==> src/rtl/ufr_pkg.sv <==
package ufr_pkg;

    localparam int FRAME_BITS = 25;
    localparam int MARK_BITS  = 4;
    localparam int DATA_W     = 16;
    localparam int CMD_W      = 4;
    localparam int PAY_W      = DATA_W - CMD_W;
    localparam int IDX_W      = $clog2(FRAME_BITS);

    // Marker as sent: first bit on the wire is the MSB.
    localparam logic [MARK_BITS-1:0] MARKER = 4'b0110;

    // Positions inside a frame vector whose MSB is frame bit 1.
    localparam int WORD_HI  = FRAME_BITS - MARK_BITS - 1;
    localparam int RREQ_POS = WORD_HI - DATA_W;
    localparam int MODE_POS = RREQ_POS - 1;
    localparam int DIAG_HI  = MODE_POS - 1;
    localparam int LED_POS  = 0;

    typedef enum logic [1:0] {
        ST_HUNT  = 2'd0,
        ST_ARMED = 2'd1,
        ST_RECV  = 2'd2
    } rx_state_e;

    typedef struct packed {
        logic [DATA_W-1:0] word;
        logic              rst_req;
        logic              cmd_mode;
        logic [1:0]        diag;
        logic              led;
    } frame_fields_t;

endpackage

==> src/rtl/ufr_sync.sv <==
module ufr_sync (
    input  logic clk,
    input  logic rst,
    input  logic line_async,
    output logic line_hi,
    output logic line_fall
);
    logic meta_q;
    logic sync_q;
    logic prev_q;

    always_ff @(posedge clk) begin
        if (rst) begin
            meta_q <= 1'b0;
            sync_q <= 1'b0;
            prev_q <= 1'b0;
        end else begin
            meta_q <= line_async;
            sync_q <= meta_q;
            prev_q <= sync_q;
        end
    end

    assign line_hi   = sync_q;
    assign line_fall = prev_q & ~sync_q;
endmodule

==> src/rtl/ufr_bit_timer.sv <==
module ufr_bit_timer #(
    parameter int BIT_CYC   = 128,
    parameter int FIRST_OFS = 64
) (
    input  logic clk,
    input  logic rst,
    input  logic start,
    input  logic run,
    output logic tick
);
    localparam int CNT_MAX = (BIT_CYC > FIRST_OFS) ? BIT_CYC : FIRST_OFS;
    localparam int CNT_W   = $clog2(CNT_MAX + 1);

    logic [CNT_W-1:0] cnt_d, cnt_q;

    always_comb begin
        cnt_d = cnt_q;
        tick  = 1'b0;
        if (start) begin
            cnt_d = CNT_W'(FIRST_OFS - 1);
        end else if (run) begin
            if (cnt_q == '0) begin
                tick  = 1'b1;
                cnt_d = CNT_W'(BIT_CYC - 1);
            end else begin
                cnt_d = cnt_q - 1'b1;
            end
        end
    end

    always_ff @(posedge clk) begin
        if (rst) cnt_q <= '0;
        else     cnt_q <= cnt_d;
    end
endmodule

==> src/rtl/ufr_decode.sv <==
module ufr_decode
    import ufr_pkg::*;
(
    input  logic [FRAME_BITS-1:0] frame,
    output frame_fields_t         fields
);
    always_comb begin
        fields.word     = frame[WORD_HI -: DATA_W];
        fields.rst_req  = frame[RREQ_POS];
        fields.cmd_mode = frame[MODE_POS];
        fields.diag     = frame[DIAG_HI -: 2];
        fields.led      = frame[LED_POS];
    end

    // Marker bits are checked by the receiver as they arrive.
    logic [MARK_BITS-1:0] marker_unused;
    assign marker_unused = frame[FRAME_BITS-1 -: MARK_BITS];
endmodule

==> src/rtl/uplink_frame_rx.sv <==
module uplink_frame_rx
    import ufr_pkg::*;
#(
    parameter int BIT_CYC   = 128,
    parameter int FIRST_OFS = BIT_CYC / 2
) (
    input  logic              clk,
    input  logic              rst,
    input  logic              rx_in,
    output logic              rx_valid,
    output logic              rx_err,
    output logic [DATA_W-1:0] data_word,
    output logic [CMD_W-1:0]  cmd_nib,
    output logic [PAY_W-1:0]  payload,
    output logic              cmd_mode,
    output logic              rst_req,
    output logic [1:0]        diag_sel,
    output logic              led_req
);
    typedef struct packed {
        rx_state_e             st;
        logic [IDX_W-1:0]      idx;
        logic [FRAME_BITS-2:0] shreg;
        frame_fields_t         held;
        logic                  valid;
        logic                  err;
    } rx_regs_t;

    rx_regs_t r_d, r_q;

    logic line_hi, line_fall;
    logic tmr_start, tmr_run, tmr_tick;
    logic [FRAME_BITS-1:0] shifted;
    frame_fields_t         dec;
    logic                  exp_bit;
    logic                  in_marker;

    ufr_sync sync_i (
        .clk       (clk),
        .rst       (rst),
        .line_async(rx_in),
        .line_hi   (line_hi),
        .line_fall (line_fall)
    );

    ufr_bit_timer #(
        .BIT_CYC  (BIT_CYC),
        .FIRST_OFS(FIRST_OFS)
    ) timer_i (
        .clk  (clk),
        .rst  (rst),
        .start(tmr_start),
        .run  (tmr_run),
        .tick (tmr_tick)
    );

    assign shifted = {r_q.shreg, line_hi};

    ufr_decode dec_i (
        .frame (shifted),
        .fields(dec)
    );

    always_comb begin
        exp_bit = 1'b0;
        for (int i = 0; i < MARK_BITS; i++) begin
            if (r_q.idx == IDX_W'(i)) exp_bit = MARKER[MARK_BITS-1-i];
        end
        in_marker = (r_q.idx < IDX_W'(MARK_BITS));
    end

    always_comb begin
        r_d       = r_q;
        r_d.valid = 1'b0;
        r_d.err   = 1'b0;
        tmr_start = 1'b0;
        tmr_run   = (r_q.st == ST_RECV);
        case (r_q.st)
            ST_HUNT: begin
                if (line_hi) r_d.st = ST_ARMED;
            end
            ST_ARMED: begin
                if (line_fall) begin
                    tmr_start = 1'b1;
                    r_d.st    = ST_RECV;
                    r_d.idx   = '0;
                end
            end
            ST_RECV: begin
                if (tmr_tick) begin
                    r_d.shreg = shifted[FRAME_BITS-2:0];
                    if (in_marker && (line_hi != exp_bit)) begin
                        r_d.err = 1'b1;
                        r_d.st  = ST_HUNT;
                    end else if (r_q.idx == IDX_W'(FRAME_BITS - 1)) begin
                        r_d.held  = dec;
                        r_d.valid = 1'b1;
                        r_d.st    = ST_HUNT;
                    end else begin
                        r_d.idx = r_q.idx + 1'b1;
                    end
                end
            end
            default: r_d.st = ST_HUNT;
        endcase
    end

    always_ff @(posedge clk) begin
        if (rst) r_q <= '0;
        else     r_q <= r_d;
    end

    assign rx_valid  = r_q.valid;
    assign rx_err    = r_q.err;
    assign data_word = r_q.held.word;
    assign cmd_nib   = r_q.held.word[DATA_W-1 -: CMD_W];
    assign payload   = r_q.held.word[PAY_W-1:0];
    assign cmd_mode  = r_q.held.cmd_mode;
    assign rst_req   = r_q.held.rst_req;
    assign diag_sel  = r_q.held.diag;
    assign led_req   = r_q.held.led;
endmodule

==> config.mk <==
export PLATFORM = sky130hd
export DESIGN_NAME = uplink_frame_rx
export DESIGN_NICKNAME = d
export VERILOG_FILES = /design/src/rtl/ufr_pkg.sv /design/src/rtl/ufr_sync.sv /design/src/rtl/ufr_bit_timer.sv /design/src/rtl/ufr_decode.sv /design/src/rtl/uplink_frame_rx.sv
export SDC_FILE = /design/constraint.sdc
export NUM_CORES = 1
export LEC_CHECK = 0
export ABC_AREA = 0
export BUFFER_PORTS_ARGS = -buffer_cell sky130_fd_sc_hd__buf_2
export CAP_MARGIN = 20
export CORE_ASPECT_RATIO = 1.1
export CORE_MARGIN = 5
export CORE_UTILIZATION = 56
export CTS_CLUSTER_DIAMETER = 30
export DETAILED_ROUTE_END_ITERATION = 10
export PLACE_DENSITY = 0.83
export SLEW_MARGIN = 0
export SYNTH_ARGS = -nofsm -noshare
export SYNTH_HDL_FRONTEND = slang
export SYNTH_SLANG_ARGS = --single-unit
==> constraint.sdc <==
create_clock -name clk -period 2.6 [get_ports clk]
set_input_delay 0.39 -clock clk [delete_from_list [all_inputs] [get_ports clk]]
set_output_delay 0.39 -clock clk [all_outputs]
set_load 0.005 [all_outputs]
After elaboration in Yosys (flattened, before gate mapping)
Index checks and enable logic that the tools add are counted.

cells by class
  multiplexer cells = 23
  reductions and logical operators = 12
  eq/ne operators = 13
  order comparisons = 1
  bitwise operators = 5
  add/sub/neg operators = 2

operators with widths
  operator                                                    number
  2-to-1 mux 54 bit                                           1
  2-to-1 mux 22 bit                                           2
  2-to-1 mux 6 bit                                            2
  == test 5 x 2 -> 1 bit, second input constant               2
  2-to-1 mux 5 bit                                            2
  case mux 5 bit (2 select lines)                             1
  2-to-1 mux 1 bit                                            9
  zero test 8 bit                                             1
  2-to-1 mux 8 bit                                            1
  inequality test 2 bit, second input constant                4
  AND reduction 4 bit                                         2
  subtractor 8 x 1 -> 8 bit, second input constant            1
  2-to-1 mux 7 bit                                            1
  2-to-1 mux 2 bit                                            3
  case mux 2 bit (3 select lines)                             1
  adder 5 x 1 -> 5 bit, second input constant                 1
  == test 5 x 1 -> 1 bit, second input constant               1
  == test 5 bit, second input constant                        1
  less-than comparator 5 x 3 -> 1 bit, second input constant  1
  AND reduction 5 bit                                         1
  NOT 1 bit                                                   4
  nonzero test 2 bit                                          2
  OR reduction 4 bit                                          1
  inequality test 3 bit, second input constant                1
  10 further kinds                                            10

storage, ports and cells
  register bits after elaboration = 65
  output and inout bits = 39
  logic and storage cells = 71

Depth between registers and ports, before layout
  depth after elaboration = 9
  gate-level depth with buffers = 8

By module
Synthesis repeated with hierarchy kept, for this count alone.

second synthesis, totals
  cells, all modules = 370
  area, all modules = 3,029.2 um^2

modules (own cells, without submodules)
  module           seq. area each (um^2)  times used  area an instance (um^2)  cells each
  uplink_frame_rx  1,081.0                1           2,342.2                  288
  ufr_bit_timer    160.2                  1           441.7                    54
  ufr_decode       0.0                    1           157.7                    21
  ufr_sync         60.1                   1           87.6                     7

Worst setup path after synthesis
OpenSTA, ideal clock, no wires.

  path kind = register -> register
  start = register timer_i.cnt_q[0]
  end = register r_q[50] in the netlist's numbering
  slack = 0.729 ns
  required time = 2.530 ns
  clock period less this slack = 1.871 ns
  cell stages (with the launch flop) = 8
  arrival = 1.801 ns
  cell sequence = dfxtp_1 inv_1 ha_1 or3b_4 o31ai_4 o221ai_2 or3_1 a21oi_1

on the way
  longest elaborated chain between the ends = 6

RTL lines
  what                             RTL line                source
  start, declared                  ufr_bit_timer.sv:14     logic [CNT_W-1:0] cnt_d, cnt_q;
  start signal, assigned           ufr_bit_timer.sv:33     else cnt_q <= cnt_d;
  zero test 8 bit                  ufr_bit_timer.sv:22     if (cnt_q == '0) begin
  2-to-1 mux 1 bit                 ufr_bit_timer.sv:22
  2-to-1 mux 1 bit                 ufr_bit_timer.sv:21     end else if (run) begin
  2-to-1 mux 1 bit                 ufr_bit_timer.sv:19     if (start) begin
  inequality test 2 bit (no line)  -
  AND reduction 5 bit (no line)    -
  end signal, assigned             uplink_frame_rx.sv:110  else r_q <= r_d;
  end, declared                    uplink_frame_rx.sv:29   rx_regs_t r_d, r_q;

Every way passes these cells.
A chain may end at the register's enable or synchronous reset.

Final worst setup path
Same ends and word-level chain as after synthesis.

==> results.sh <==
export IMPL_outcome="finished clean"
export IMPL_root_buffer="clkbuf_8"
export IMPL_slew_headroom_pct=49.5
export IMPL_crit_path_start_kind="flop"
export IMPL_tns_ps=0
export IMPL_drv_cap=0
export IMPL_ctsHtreeMaxLevel=3
export IMPL_syn_cell_area_mm2=0.00266
export IMPL_die_width_um=75.7
export IMPL_rows=26
export IMPL_critPathRequiredTime_ps=2860
export IMPL_drive_gt1_share_pct=20.4
export IMPL_layout_commonest_cell="nand2_1"
export IMPL_route_met3_wl_um=269
export IMPL_cts_setup_buffers=0
export IMPL_ys_flop_type="dfxtp_1"
export IMPL_dp_hpwl_um=3120
export IMPL_drtPass1Iterations=4
export IMPL_crit_path_end_kind="flop"
export IMPL_max_freq_ghz=0.487
export IMPL_final_cell_mix="nand2_1, dfxtp_1, a21oi_1"
export IMPL_p_leak_nw=1.09
export IMPL_numPortBuffers=41
export IMPL_yosysWarnings=0
export IMPL_core_area_mm2=0.00462
export IMPL_synth_seq_area_share_pct=46.0
export IMPL_grt_setup_unrepaired="no"
export IMPL_drc=0
export IMPL_syn_nets=332
export IMPL_wl_um=4690
export IMPL_syn_instance_count=323
export IMPL_ff2ff_path_depth=7
export IMPL_cts_hold_buf=0
export IMPL_start_util_pct=57.5
export IMPL_antenna_found_initial=0
export IMPL_viasPerCell=5.20
export IMPL_ir_drop_mv=0.312
export IMPL_grt_pass1_wl_um=7820
export IMPL_finalSetupViolations=0
export IMPL_io_pins=42
export IMPL_worstPathArrival_ps=2320
export IMPL_rr_endpoint="r_q[50]$_SDFFE_PP0P_"
export IMPL_cts_resized_gates=0
export IMPL_wl_per_cell_um=12.0
export IMPL_drtIter0Drc=146
export IMPL_maxUsedRoutingLayer="met4"
export IMPL_first_global_vias=1843
export IMPL_worst_setup_path_type="reg -> reg"
export IMPL_cp_max_fo=8
export IMPL_nets=338
export IMPL_cts_tree="yes"
export IMPL_numCtsBuffers=9
export IMPL_clk_insertion_delay_late_ps=330
export IMPL_grt_max_degree=38
export IMPL_holdWs_ps=267
export IMPL_diodes=0
export IMPL_synth_async_reset_ratio_pct=0
export IMPL_fp_dieH_um=82.2
export IMPL_ys_types=36
export IMPL_post_route_period_util_pct=79.1
export IMPL_cts_buffer_depth=2
export IMPL_min_period_ps=2060
export IMPL_vias=2028
export IMPL_area_growth_pct=7.25
export IMPL_ys_ff_latch=61
export IMPL_place_congestion=0.733
export IMPL_synth_edff_count=0
export IMPL_met1_length_um=2090
export IMPL_rrSetupSlack_ps=540
export IMPL_drtAntennaViolNets=0
export IMPL_grtUsageTotal_pct=16.3
export IMPL_fin_worst_skew_ps=6.51
export IMPL_hold_class="in -> reg"
export IMPL_clk_pin_slew_ps=70
export IMPL_powerDensity_mw_per_mm2=635
export IMPL_nFillCells=425
export IMPL_hold_violations=0
export IMPL_gr_total_overflow=0
export IMPL_wl_met2_um=2230
export IMPL_worst_pin_slew_ps=758
export IMPL_clock_sinks=61
export IMPL_syn_area_per_cell_um2=8.22
export IMPL_drv_slew=0
export IMPL_critPathLaunch="timer_i.cnt_q[0]$_SDFFE_PP0P_"
export IMPL_rr_startpoint="timer_i.cnt_q[0]$_SDFFE_PP0P_"
export IMPL_crit_end="r_q[50]$_SDFFE_PP0P_"
export IMPL_die_area_mm2=0.00622
cell usage after synthesis, types with 2 or more instances:
master | instances | share of area [%]
a211oi_1 | 2 | 0.57
a21oi_1 | 52 | 9.8
a31oi_1 | 2 | 0.47
buf_2 | 2 | 0.38
buf_4 | 34 | 9.6
clkbuf_1 | 14 | 2.0
dfxtp_1 | 61 | 46
ha_1 | 6 | 2.8
inv_1 | 7 | 0.99
nand2_1 | 87 | 12
nand2b_1 | 3 | 0.71
nand3_1 | 2 | 0.38
nor2_1 | 8 | 1.1
nor2b_1 | 4 | 0.94
nor3_1 | 5 | 0.94
o21ai_0 | 8 | 1.5
o21bai_1 | 2 | 0.57
or3_1 | 5 | 1.2
xnor2_1 | 2 | 0.66
cell families after synthesis:
| kind of cell | Yosys count | synth area share [%] |
|---|---|---|
| AND/OR/NAND/NOR | 124 | 21.5 |
| AO/OA/AOI/OAI | 70 | 15.0 |
| flip-flops | 61 | 46.0 |
| buffers and inverters | 57 | 13.0 |
| adder cells (fa/ha/maj) | 6 | 2.83 |
| XOR/XNOR | 3 | 0.989 |
| multiplexers | 2 | 0.801 |
report_power, final:
group          switching, mW  internal [mW]
Sequential           0.00560          0.940
Combinational         0.0283         0.0143
Clock                  0.357          0.466
Total                  0.390           1.42
flip-flops by register name, indices dropped and copies added, names as in the netlist:
name and cells:
sync_i.prev_q 1, sync_i.meta_q 1, diag_sel 2, rx_err 1, timer_i.cnt_q 8, sync_i.line_hi 1
cmd_mode 1, r_q 27, data_word 16, rx_valid 1, led_req 1, rst_req 1
routing by layer:
| layer | GRT usage [%] | up-vias |
|---|---|---|
| met4 | 9.44 | 0 |
| met3 | 4.12 | 13 |
| met5 | 0 | - |
| met2 | 26.9 | 46 |
| li1 | - | 1047 |
| met1 | 19.0 | 922 |
per-stage QoR:
| stage | cells | power (mW) | worst slack (ps) | area [µm²] | util [%] |
|---|---|---|---|---|---|
| after CTS | 390 | 1.82 | 536 | 2850 | 61.7 |
| after global placement | 374 | 1.01 | 631 | 2660 | 57.5 |
| after global routing | 390 | 1.87 | 386 | 2850 | 61.7 |
| after floorplan | 323 | 1.00 | 729 | 2660 | - |
| after detailed placement | 374 | 1.01 | 551 | 2660 | 57.5 |
| final | 390 | 1.81 | 545 | 2850 | 61.7 |
area by class of cell:
cell class | count | area (µm²) | area share, %
Timing Repair Buffer | 45 | 248 | 8.70
Sequential cell | 61 | 1220 | 42.9
Multi-Input combinational cell | 205 | 1090 | 38.3
Tap cell | 56 | 70.1 | 2.46
Clock inverter | 4 | 47.5 | 1.67
Clock buffer | 12 | 145 | 5.09
Inverter | 7 | 26.3 | 0.922
critical path: stages (launching register included):
cell and delay (ps):
dfxtp_1 320, inv_1 100, ha_1 140, or3b_4 420, o31ai_4 230, o221ai_2 220
or3_1 380, a21oi_1 170
worst min path at each step:
stage / endpoint / startpoint / cells after the start
after CTS: sync_i.meta_q$_SDFF_PP0_ / rx_in / 2
after global routing: sync_i.meta_q$_SDFF_PP0_ / rx_in / 2
after global placement: sync_i.line_hi$_SDFF_PP0_ / sync_i.meta_q$_SDFF_PP0_ / 1
final: sync_i.meta_q$_SDFF_PP0_ / rx_in / 2
after detailed placement: sync_i.line_hi$_SDFF_PP0_ / sync_i.meta_q$_SDFF_PP0_ / 1
after floorplan: sync_i.line_hi$_SDFF_PP0_ / sync_i.meta_q$_SDFF_PP0_ / 1
(Power assumes the default switching activity.)
